File: src/rtl/gpio_pkg.sv
// Shared register addresses for the GPIO bank.
// Assumes a 4-bit word address on the register port.
package gpio_pkg;
    typedef enum logic [3:0] {
        A_DOUT  = 4'h0,
        A_OEN   = 4'h1,
        A_ODRN  = 4'h2,
        A_SRC   = 4'h3,
        A_PIN   = 4'h4,
        A_IEN   = 4'h5,
        A_ILVL  = 4'h6,
        A_IPOL  = 4'h7,
        A_IANY  = 4'h8,
        A_ISTAT = 4'h9,
        A_WEN   = 4'hA,
        A_WPOL  = 4'hB,
        A_HOLD  = 4'hC,
        A_PULL  = 4'hD,
        A_SDCFG = 4'hE
    } reg_addr_e;
endpackage

File: src/rtl/gpio_in_sync.sv
// Two-flop input synchronizer plus one delay stage for edge detection.
// Assumes pad_in is asynchronous. Outputs are registered or decoded from registers.
module gpio_in_sync #(
    parameter int N = 17
) (
    input  logic         clk,
    input  logic         rst_n,
    input  logic [N-1:0] pad_in,
    output logic [N-1:0] pin_q,
    output logic [N-1:0] rise,
    output logic [N-1:0] fall
);
    logic [N-1:0] s1_q, s2_q, s3_q;

    // Purpose: sync chain and previous-value stage
    always_ff @(posedge clk) begin
        if (!rst_n) begin
            s1_q <= '0;
            s2_q <= '0;
            s3_q <= '0;
        end else begin
            s1_q <= pad_in;
            s2_q <= s1_q;
            s3_q <= s2_q;
        end
    end

    assign pin_q = s2_q;
    assign rise  = s2_q & ~s3_q;
    assign fall  = ~s2_q & s3_q;
endmodule

File: src/rtl/gpio_sigma_delta.sv
// First-order sigma-delta modulator: accumulator carry-out is the bitstream.
// A prescaler gives one tick every presc+1 clocks; the bit holds between ticks.
module gpio_sigma_delta #(
    parameter int ACC_W = 8,
    parameter int PRE_W = 8
) (
    input  logic             clk,
    input  logic             rst_n,
    input  logic [ACC_W-1:0] duty,
    input  logic [PRE_W-1:0] presc,
    output logic             bit_o
);
    logic [PRE_W-1:0] cnt_q;
    logic [ACC_W-1:0] acc_q;
    logic             bit_q;
    logic             tick;
    logic [ACC_W:0]   sum;

    assign tick = (cnt_q >= presc);
    assign sum  = {1'b0, acc_q} + {1'b0, duty};

    // Purpose: prescaler counter
    always_ff @(posedge clk) begin
        if (!rst_n)    cnt_q <= '0;
        else if (tick) cnt_q <= '0;
        else           cnt_q <= cnt_q + 1'b1;
    end

    // Purpose: accumulate and register the carry on each tick
    always_ff @(posedge clk) begin
        if (!rst_n) begin
            acc_q <= '0;
            bit_q <= 1'b0;
        end else if (tick) begin
            acc_q <= sum[ACC_W-1:0];
            bit_q <= sum[ACC_W];
        end
    end

    assign bit_o = bit_q;
endmodule

File: src/rtl/gpio_pad_drive.sv
// Per-pin output path: source mux, push-pull/open-drain, hold latch, pulls.
// Held copies track live values while hold is clear and freeze while it is set.
module gpio_pad_drive #(
    parameter int N      = 17,
    parameter int PD_PIN = 16
) (
    input  logic         clk,
    input  logic         rst_n,
    input  logic [N-1:0] dout,
    input  logic [N-1:0] oen,
    input  logic [N-1:0] odrn,
    input  logic [N-1:0] src,
    input  logic         sd_bit,
    input  logic [N-1:0] hold,
    input  logic [N-1:0] pullen,
    output logic [N-1:0] pad_out,
    output logic [N-1:0] pad_oe,
    output logic [N-1:0] pull_up,
    output logic [N-1:0] pull_dn
);
    for (genvar i = 0; i < N; i++) begin : g_pin
        logic data, live_out, live_oe, held_out_q, held_oe_q;

        assign data     = src[i] ? sd_bit : dout[i];
        assign live_out = odrn[i] ? 1'b0 : data;
        assign live_oe  = odrn[i] ? (oen[i] & ~data) : oen[i];

        // Purpose: capture pad state while not holding
        always_ff @(posedge clk) begin
            if (!rst_n) begin
                held_out_q <= 1'b0;
                held_oe_q  <= 1'b0;
            end else if (!hold[i]) begin
                held_out_q <= live_out;
                held_oe_q  <= live_oe;
            end
        end

        assign pad_out[i] = hold[i] ? held_out_q : live_out;
        assign pad_oe[i]  = hold[i] ? held_oe_q  : live_oe;
        if (i == PD_PIN) begin : g_dn
            assign pull_up[i] = 1'b0;
            assign pull_dn[i] = pullen[i];
        end else begin : g_up
            assign pull_up[i] = pullen[i];
            assign pull_dn[i] = 1'b0;
        end
    end
endmodule

File: src/rtl/gpio_bank.sv
// GPIO bank top: register file, interrupt status, wake, and submodule wiring.
// Assumes N <= 32; single-cycle writes, combinational reads.
module gpio_bank
    import gpio_pkg::*;
#(
    parameter int N      = 17,
    parameter int PD_PIN = 16,
    parameter int SD_W   = 8,
    parameter int PRE_W  = 8
) (
    input  logic         clk,
    input  logic         rst_n,
    input  logic         bus_we,
    input  logic [3:0]   bus_addr,
    input  logic [31:0]  bus_wdata,
    output logic [31:0]  bus_rdata,
    input  logic [N-1:0] pad_in,
    output logic [N-1:0] pad_out,
    output logic [N-1:0] pad_oe,
    output logic [N-1:0] pull_up,
    output logic [N-1:0] pull_dn,
    output logic         irq,
    output logic         wake
);
    localparam int CFG_W = SD_W + PRE_W;

    logic [N-1:0] dout_q, oen_q, odrn_q, src_q, ien_q, ilvl_q, ipol_q, iany_q;
    logic [N-1:0] stat_q, wen_q, wpol_q, hold_q, pullen_q;
    logic [SD_W-1:0]  duty_q;
    logic [PRE_W-1:0] presc_q;
    logic [N-1:0] pin_q, rise, fall, wdat, clr, set_v, lvl_hit, edge_hit;
    logic         sd_bit;

    assign wdat = bus_wdata[N-1:0];

    // Purpose: configuration register writes
    always_ff @(posedge clk) begin
        if (!rst_n) begin
            dout_q <= '0; oen_q <= '0; odrn_q <= '0; src_q <= '0;
            ien_q <= '0; ilvl_q <= '0; ipol_q <= '0; iany_q <= '0;
            wen_q <= '0; wpol_q <= '0; hold_q <= '0; pullen_q <= '1;
            duty_q <= '0; presc_q <= '0;
        end else if (bus_we) begin
            case (bus_addr)
                A_DOUT:  dout_q   <= wdat;
                A_OEN:   oen_q    <= wdat;
                A_ODRN:  odrn_q   <= wdat;
                A_SRC:   src_q    <= wdat;
                A_IEN:   ien_q    <= wdat;
                A_ILVL:  ilvl_q   <= wdat;
                A_IPOL:  ipol_q   <= wdat;
                A_IANY:  iany_q   <= wdat;
                A_WEN:   wen_q    <= wdat;
                A_WPOL:  wpol_q   <= wdat;
                A_HOLD:  hold_q   <= wdat;
                A_PULL:  pullen_q <= wdat;
                A_SDCFG: begin
                    duty_q  <= bus_wdata[SD_W-1:0];
                    presc_q <= bus_wdata[SD_W +: PRE_W];
                end
                default: ;
            endcase
        end
    end

    assign clr      = (bus_we && bus_addr == A_ISTAT) ? wdat : '0;
    assign lvl_hit  = ~(pin_q ^ ipol_q);
    assign edge_hit = (rise & (ipol_q | iany_q)) | (fall & (~ipol_q | iany_q));
    assign set_v    = ien_q & ((ilvl_q & lvl_hit) | (~ilvl_q & edge_hit));

    // Purpose: sticky status, set wins over write-one-clear
    always_ff @(posedge clk) begin
        if (!rst_n) stat_q <= '0;
        else        stat_q <= (stat_q & ~clr) | set_v;
    end

    assign irq  = |(stat_q & ien_q);
    assign wake = |(wen_q & ~(pin_q ^ wpol_q));

    // Purpose: register read mux
    always_comb begin
        case (bus_addr)
            A_DOUT:  bus_rdata = 32'(dout_q);
            A_OEN:   bus_rdata = 32'(oen_q);
            A_ODRN:  bus_rdata = 32'(odrn_q);
            A_SRC:   bus_rdata = 32'(src_q);
            A_PIN:   bus_rdata = 32'(pin_q);
            A_IEN:   bus_rdata = 32'(ien_q);
            A_ILVL:  bus_rdata = 32'(ilvl_q);
            A_IPOL:  bus_rdata = 32'(ipol_q);
            A_IANY:  bus_rdata = 32'(iany_q);
            A_ISTAT: bus_rdata = 32'(stat_q);
            A_WEN:   bus_rdata = 32'(wen_q);
            A_WPOL:  bus_rdata = 32'(wpol_q);
            A_HOLD:  bus_rdata = 32'(hold_q);
            A_PULL:  bus_rdata = 32'(pullen_q);
            A_SDCFG: bus_rdata = 32'({presc_q, duty_q});
            default: bus_rdata = '0;
        endcase
    end

    gpio_in_sync #(.N(N)) sync_i (
        .clk(clk), .rst_n(rst_n), .pad_in(pad_in),
        .pin_q(pin_q), .rise(rise), .fall(fall)
    );

    gpio_sigma_delta #(.ACC_W(SD_W), .PRE_W(PRE_W)) sd_i (
        .clk(clk), .rst_n(rst_n), .duty(duty_q), .presc(presc_q), .bit_o(sd_bit)
    );

    gpio_pad_drive #(.N(N), .PD_PIN(PD_PIN)) drv_i (
        .clk(clk), .rst_n(rst_n), .dout(dout_q), .oen(oen_q), .odrn(odrn_q),
        .src(src_q), .sd_bit(sd_bit), .hold(hold_q), .pullen(pullen_q),
        .pad_out(pad_out), .pad_oe(pad_oe), .pull_up(pull_up), .pull_dn(pull_dn)
    );
endmodule

File: config.mk
export PLATFORM = sky130hd
export DESIGN_NAME = gpio_bank
export DESIGN_NICKNAME = d
export VERILOG_FILES = /design/src/rtl/gpio_pkg.sv /design/src/rtl/gpio_in_sync.sv /design/src/rtl/gpio_sigma_delta.sv /design/src/rtl/gpio_pad_drive.sv /design/src/rtl/gpio_bank.sv
export SDC_FILE = /design/constraint.sdc
export NUM_CORES = 1
export LEC_CHECK = 0
export BUFFER_PORTS_ARGS = -buffer_cell sky130_fd_sc_hd__buf_2
export CAP_MARGIN = 20
export CORE_UTILIZATION = 40
export DETAILED_ROUTE_END_ITERATION = 8
export GPL_ROUTABILITY_DRIVEN = 0
export GPL_TIMING_DRIVEN = 0
export SYNTH_ARGS = -nofsm -noshare
export SYNTH_HDL_FRONTEND = slang
export SYNTH_SLANG_ARGS = --single-unit
export TNS_END_PERCENT = 1
File: constraint.sdc
create_clock -name clk -period 2.3 [get_ports clk]
set_clock_uncertainty 0.1 [all_clocks]
set_input_delay 0 -clock clk [delete_from_list [all_inputs] [get_ports clk]]
set_output_delay 0 -clock clk [all_outputs]
set_load 0.01 [all_outputs]
# [Word level (Yosys, flattened, before mapping)]
# Index checks and enable logic that the tools add are counted.
[word_totals] regBits=339 input_bits=56 out_inout_bits=102 elab_cells=236
[classes] addsub=2 magnitude_cmp=1 n_eq_ne=14 muxes=87 n_bitwise=59 reduce_logical=18
[op_table] cell="17-bit case mux with 15 select lines" count=1
[op_table] cell="17-bit bitwise AND" count=10
[op_table] cell="17-bit inverter" count=7
[op_table] cell="1-bit 2-to-1 mux" count=85
[op_table] cell="17-bit bitwise OR" count=5
[op_table] cell="17-bit OR reduction" count=2
[op_table] cell="17-bit XOR" count=2
[op_table] cell="4-bit equality test (second input constant)" count=7
[op_table] cell="2-bit AND reduction" count=13
[op_table] cell="1-bit inverter" count=18
[op_table] cell="1-bit bitwise AND" count=17
[op_table] cell="17-bit 2-to-1 mux" count=1
[op_table] cell="4-bit by 3-bit equality test with 1-bit output (second input constant)" count=4
[op_table] cell="8-bit by 8-bit adder with 9-bit output" count=1
[op_table] cell="8-bit by 1-bit adder with 8-bit output (second input constant)" count=1
[op_table] cell="4-bit by 2-bit equality test with 1-bit output (second input constant)" count=2
[op_table] cell="8-bit greater-or-equal comparator" count=1
[op_table] cell="4-bit by 1-bit equality test with 1-bit output (second input constant)" count=1
[op_table] cell="4-bit logical NOT" count=1
[op_table] cell="2-bit OR reduction" count=1
[op_table] cell="1-bit logical AND" count=1

# [Longest topological paths before layout]
[depth] word_depth=8 depth_mapped=8 mapped_depth_nobuf=8

# [Cells and area by module]
# Synthesis repeated with hierarchy kept, for this count alone.
[hier_totals] hier_cells=2018 area_unflattened_um2=16938.7
[modules_own_cells] module="gpio_bank" instances=1 cells_each=1504 area_per_inst_um2=11793.8 seq_area_each_um2=4744.6
[modules_own_cells] module="gpio_pad_drive" instances=1 cells_each=248 area_per_inst_um2=2428.6 seq_area_each_um2=680.7
[modules_own_cells] module="gpio_in_sync" instances=1 cells_each=141 area_per_inst_um2=1591.5 seq_area_each_um2=1021.0
[modules_own_cells] module="gpio_sigma_delta" instances=1 cells_each=125 area_per_inst_um2=1124.8 seq_area_each_um2=340.3

# [Worst setup path after synthesis]
# OpenSTA, ideal clock, no wires.
[synth_timing] path_type="register to register" startpoint="register sd_i.cnt_q[0]" endpoint="register sd_i.cnt_q[2]" setup_ps=65 arrival_time_ps=1812 required_ps=2135 setup_slack_ps=324 stages_incl_launch_ff=9 path_buffers=1 period_less_slack_ps=1976 cell_sequence="dfxtp_1 > inv_1 > ha_1 > nand2b_1 > a2111oi_1 > o31a_1 > buf_4 > nand2_2 > nor2_1"
[synth_between] elab_chain_cells=2 elab_cells_between_ends=3 classes_between="1 x add/sub; 1 x order compare; 1 x reduce/logical"
[synth_rtl] item="start, declared" line="gpio_sigma_delta.sv:13" rtl="logic [PRE_W-1:0] cnt_q;"
[synth_rtl] item="start signal, assigned" line="gpio_sigma_delta.sv:26" rtl="else cnt_q <= cnt_q + 1'b1;"
[synth_rtl] item="8-bit greater-or-equal comparator" line="gpio_sigma_delta.sv:19" rtl="assign tick = (cnt_q >= presc);"
[synth_rtl] item="2-bit OR reduction (no source line)"
# Parallel ways exist; a longest one is shown, timed or not.
# A chain may end at the register's enable or synchronous reset.

# [Final worst setup path]
[layout_timing] startpoint="register wpol_q[3]" endpoint="output port wake"
[layout_between] elab_chain_cells=4
[layout_rtl] item="start, declared" line="gpio_bank.sv:28" rtl="logic [N-1:0] stat_q, wen_q, wpol_q, hold_q, pullen_q;"
[layout_rtl] item="start signal, assigned" line="gpio_bank.sv:54" rtl="A_WPOL: wpol_q <= wdat;"
[layout_rtl] item="17-bit XOR" line="gpio_bank.sv:78" rtl="assign wake = |(wen_q & ~(pin_q ^ wpol_q));"
[layout_rtl] item="17-bit inverter" line="gpio_bank.sv:78"
[layout_rtl] item="17-bit bitwise AND" line="gpio_bank.sv:78"
[layout_rtl] item="17-bit OR reduction" line="gpio_bank.sv:78"
[layout_rtl] item="end, declared" line="gpio_bank.sv:23" rtl="output logic wake"
# Every way passes these cells.

==> qor.csv <==
metric;value;unit
design.core.area;39700;sq um
synth_flop_cell;dfxtp_1;
multiInputGateArea;8620;sq um
finalInstanceArea;19300;sq um
yosysWarnings;0;
holdCritPathClass;in -> reg;
fin_util;48.6;%
holdPathStages;3;
dp_slack;-0.457;ns
cts_tree;done;
yosys.area.top_type_share;42.1;%
cts_buffers;39;
dp_hpwl;50500;um
synth_edf_count;0;
synth-async-reset-ratio;0;%
worst_slack;-0.0900;ns
drc_errors;0;
h-tree-depth;2;
cts.sinks;339;
end_kind;output port;
violations;negative setup slack;
drtPass1Iterations;9;
worst-path-max-fanout;3;
grt_pass1_wl;96000;um
timing.slew.headroom;36.5;%
ys_seq_elements;339;
port_buffers;107;
start_kind;flop;
cts_buffer_depth;3;
grt_pass1_vias;14500;
grt_max_degree;14;
area_growth;19.9;%
fmax;418;MHz
hold-path-endpoint;sync_i.s1_q[10];
die_area;41100;sq um
io-pin-count;158;
dpl_cell_area;17400;sq um
grt_usage;31.9;%
clk_pin_slew;0.06;ns
r2r_end;sd_i.acc_q[4];
avgRoutedWirePerCell;24.1;um
drv_cap;0;
hold_start;pad_in[10];
setup_viol;1;
critPathKind;reg -> out;
syn_area;16100;sq um
crit_family;simple AND/OR/NAND/NOR gates;
critPathArrivalTime;2.29;ns
start_util;40.5;%
die_y;203;um
setup.worst_path.start;wpol_q[3];
yosys-top-cells-area;dfxtp_1, nand2_1, a21oi_1;
via_per_inst;5.80;
fillers;3884;
period_share;104;%
regToRegStartpoint;presc_q[6];
fin_crit;2.39;ns
first_iter_violations;2197;
slowest_delay;0.41;ns
critical_path.slowest_cell;dfxtp_1;
crit_required;2.20;ns
clk_latency;0.58;ns
cellLeakagePower;7.16;nW
ir_drop;456;uV
rsz0062_at_grt;yes;
ys_types;69;
yosysMostFrequentCell;nand2_1;
cts-root-buf;clkbuf_16;
hold_viol;0;
die_width;203;um
num_antenna_cells;0;
reg2reg_depth;7;
routed-via-count;16000;
nets;2281;
num_rows;73;
worst_slew_pin_slew;0.945;ns
synthCells;1991;
routed_wl;66600;um
antenna_found_initial;3;
worst-path-buf-inv;1;
drive_gt1_share;16.9;%
netlist_top_cells_count;nand2_1, dfxtp_1, a21oi_1;
slew_violations;0;
rrSetupSlack;0.05;ns
ant_nets;0;
synth_seq_area_share;42.1;%
yosys.area.top_type;dfxtp_1;
powerDensity;721;nW/um^2
outcome;complete, but fails checks;
grt_overflow_total;0;
regArea;6830;sq um
path_cells;xnor2_1, a22o_1, a221oi_2, and3_1, nand4_1, buf_2;
synth.avg_cell_area;8.09;sq um
[tightest hold or removal path: stages]
cell	delay, ns
dlygate4sd3_1	0.51
buf_2	0.09
and2_1	0.10
[worst max path at each step]
stage	end	slack [ns]	cells after the start
floorplan	sd_i.cnt_q[2]	0.32	8
global placement	sd_i.bit_o	-0.64	6
detailed placement	sd_i.cnt_q[5]	-0.46	8
CTS	wake	-0.02	6
global route	wake	-0.14	6
finish	wake	-0.09	6
[logic make-up after synthesis]
group / after synthesis / share of synthesized area, %
simple gates: 884 / 24.9
compound gates: 454 / 17.8
flops: 339 / 42.1
buf+inv: 178 / 5.86
mux: 75 / 5.58
xor+xnor: 42 / 2.28
fa+ha+maj: 18 / 1.45
other cells: 1 / 0.0233
[area by class of cell]
cell class | count | area share [%]
clock inverters | 22 | 1.39
clock buffers | 49 | 5.62
well taps | 525 | 3.40
plain buffers | 161 | 4.59
inverters | 17 | 0.330
flip-flops and latches | 339 | 35.4
multi-input cells | 1505 | 44.6
repair buffers | 144 | 4.67
[routing by layer]
metal	global-route usage (%)	wire (um)	vias up
met4	18.2	4360	4
met3	10.9	8490	284
li1	-	-	7208
met5	0	27	-
met1	41.6	26700	7431
met2	45.4	27000	1101
[where the power goes]
| part | switching, W | internal [W] | total [W] |
|---|---|---|---|
| combinational | 0.000838 | 0.000401 | 0.00124 |
| sequential | 0.000133 | 0.00597 | 0.00610 |
| clock | 0.00265 | 0.00394 | 0.00658 |
[metrics by stage]
step	std cells	TNS (ns)	hold WS, ns	power (W)
floorplan	2022	0	0.0273	0.00684
global placement	2654	-5.64	0.105	0.00732
detailed placement	2654	-6.36	0.110	0.00733
CTS	2762	-0.0170	0.0489	0.0139
global route	2762	-0.175	0.0667	0.0143
finish	2762	-0.0900	0.0595	0.0139
[placed cells by master, fill, tap and decap left out, drive strengths merged, types with 35 or more instances in the layout]
cell type / netlist / layout
a22oi: 47 / 47
nand2: 548 / 548
dfxtp: 339 / 339
clkbuf: 67 / 116
a21oi: 231 / 231
dlygate4sd3: 0 / 35
o21ai: 45 / 45
buf: 94 / 203
mux2: 35 / 35
and2: 89 / 89
nor2: 99 / 99
nand3: 68 / 68
[state kept, by name, indices dropped and copies added, names as in the netlist, 17 cells and up]
name                    cells
iany_q                     17
hold_q                     17
odrn_q                     17
pullen_q                   17
oen_q                      17
sync_i.s3_q                17
ilvl_q                     17
drv_i.g_pin.held_oe_q      17
ien_q                      17
dout_q                     17
drv_i.g_pin.held_out_q     17
sync_i.pin_q               17
sync_i.s1_q                17
ipol_q                     17
stat_q                     17
src_q                      17
wpol_q                     17
wen_q                      17
[what timing repair did]
item / in CTS / in global routing
buffers inserted: 2 / 0
pin swaps: 4 / 4
hold endpoints to repair: 128 / 0
gates cloned: 0 / 0
hold buffers: 35 / 0
resized for setup: 24 / 24
endpoints found under the setup margin: 37 / 20
Note: power is estimated with default switching activity, not from simulation.
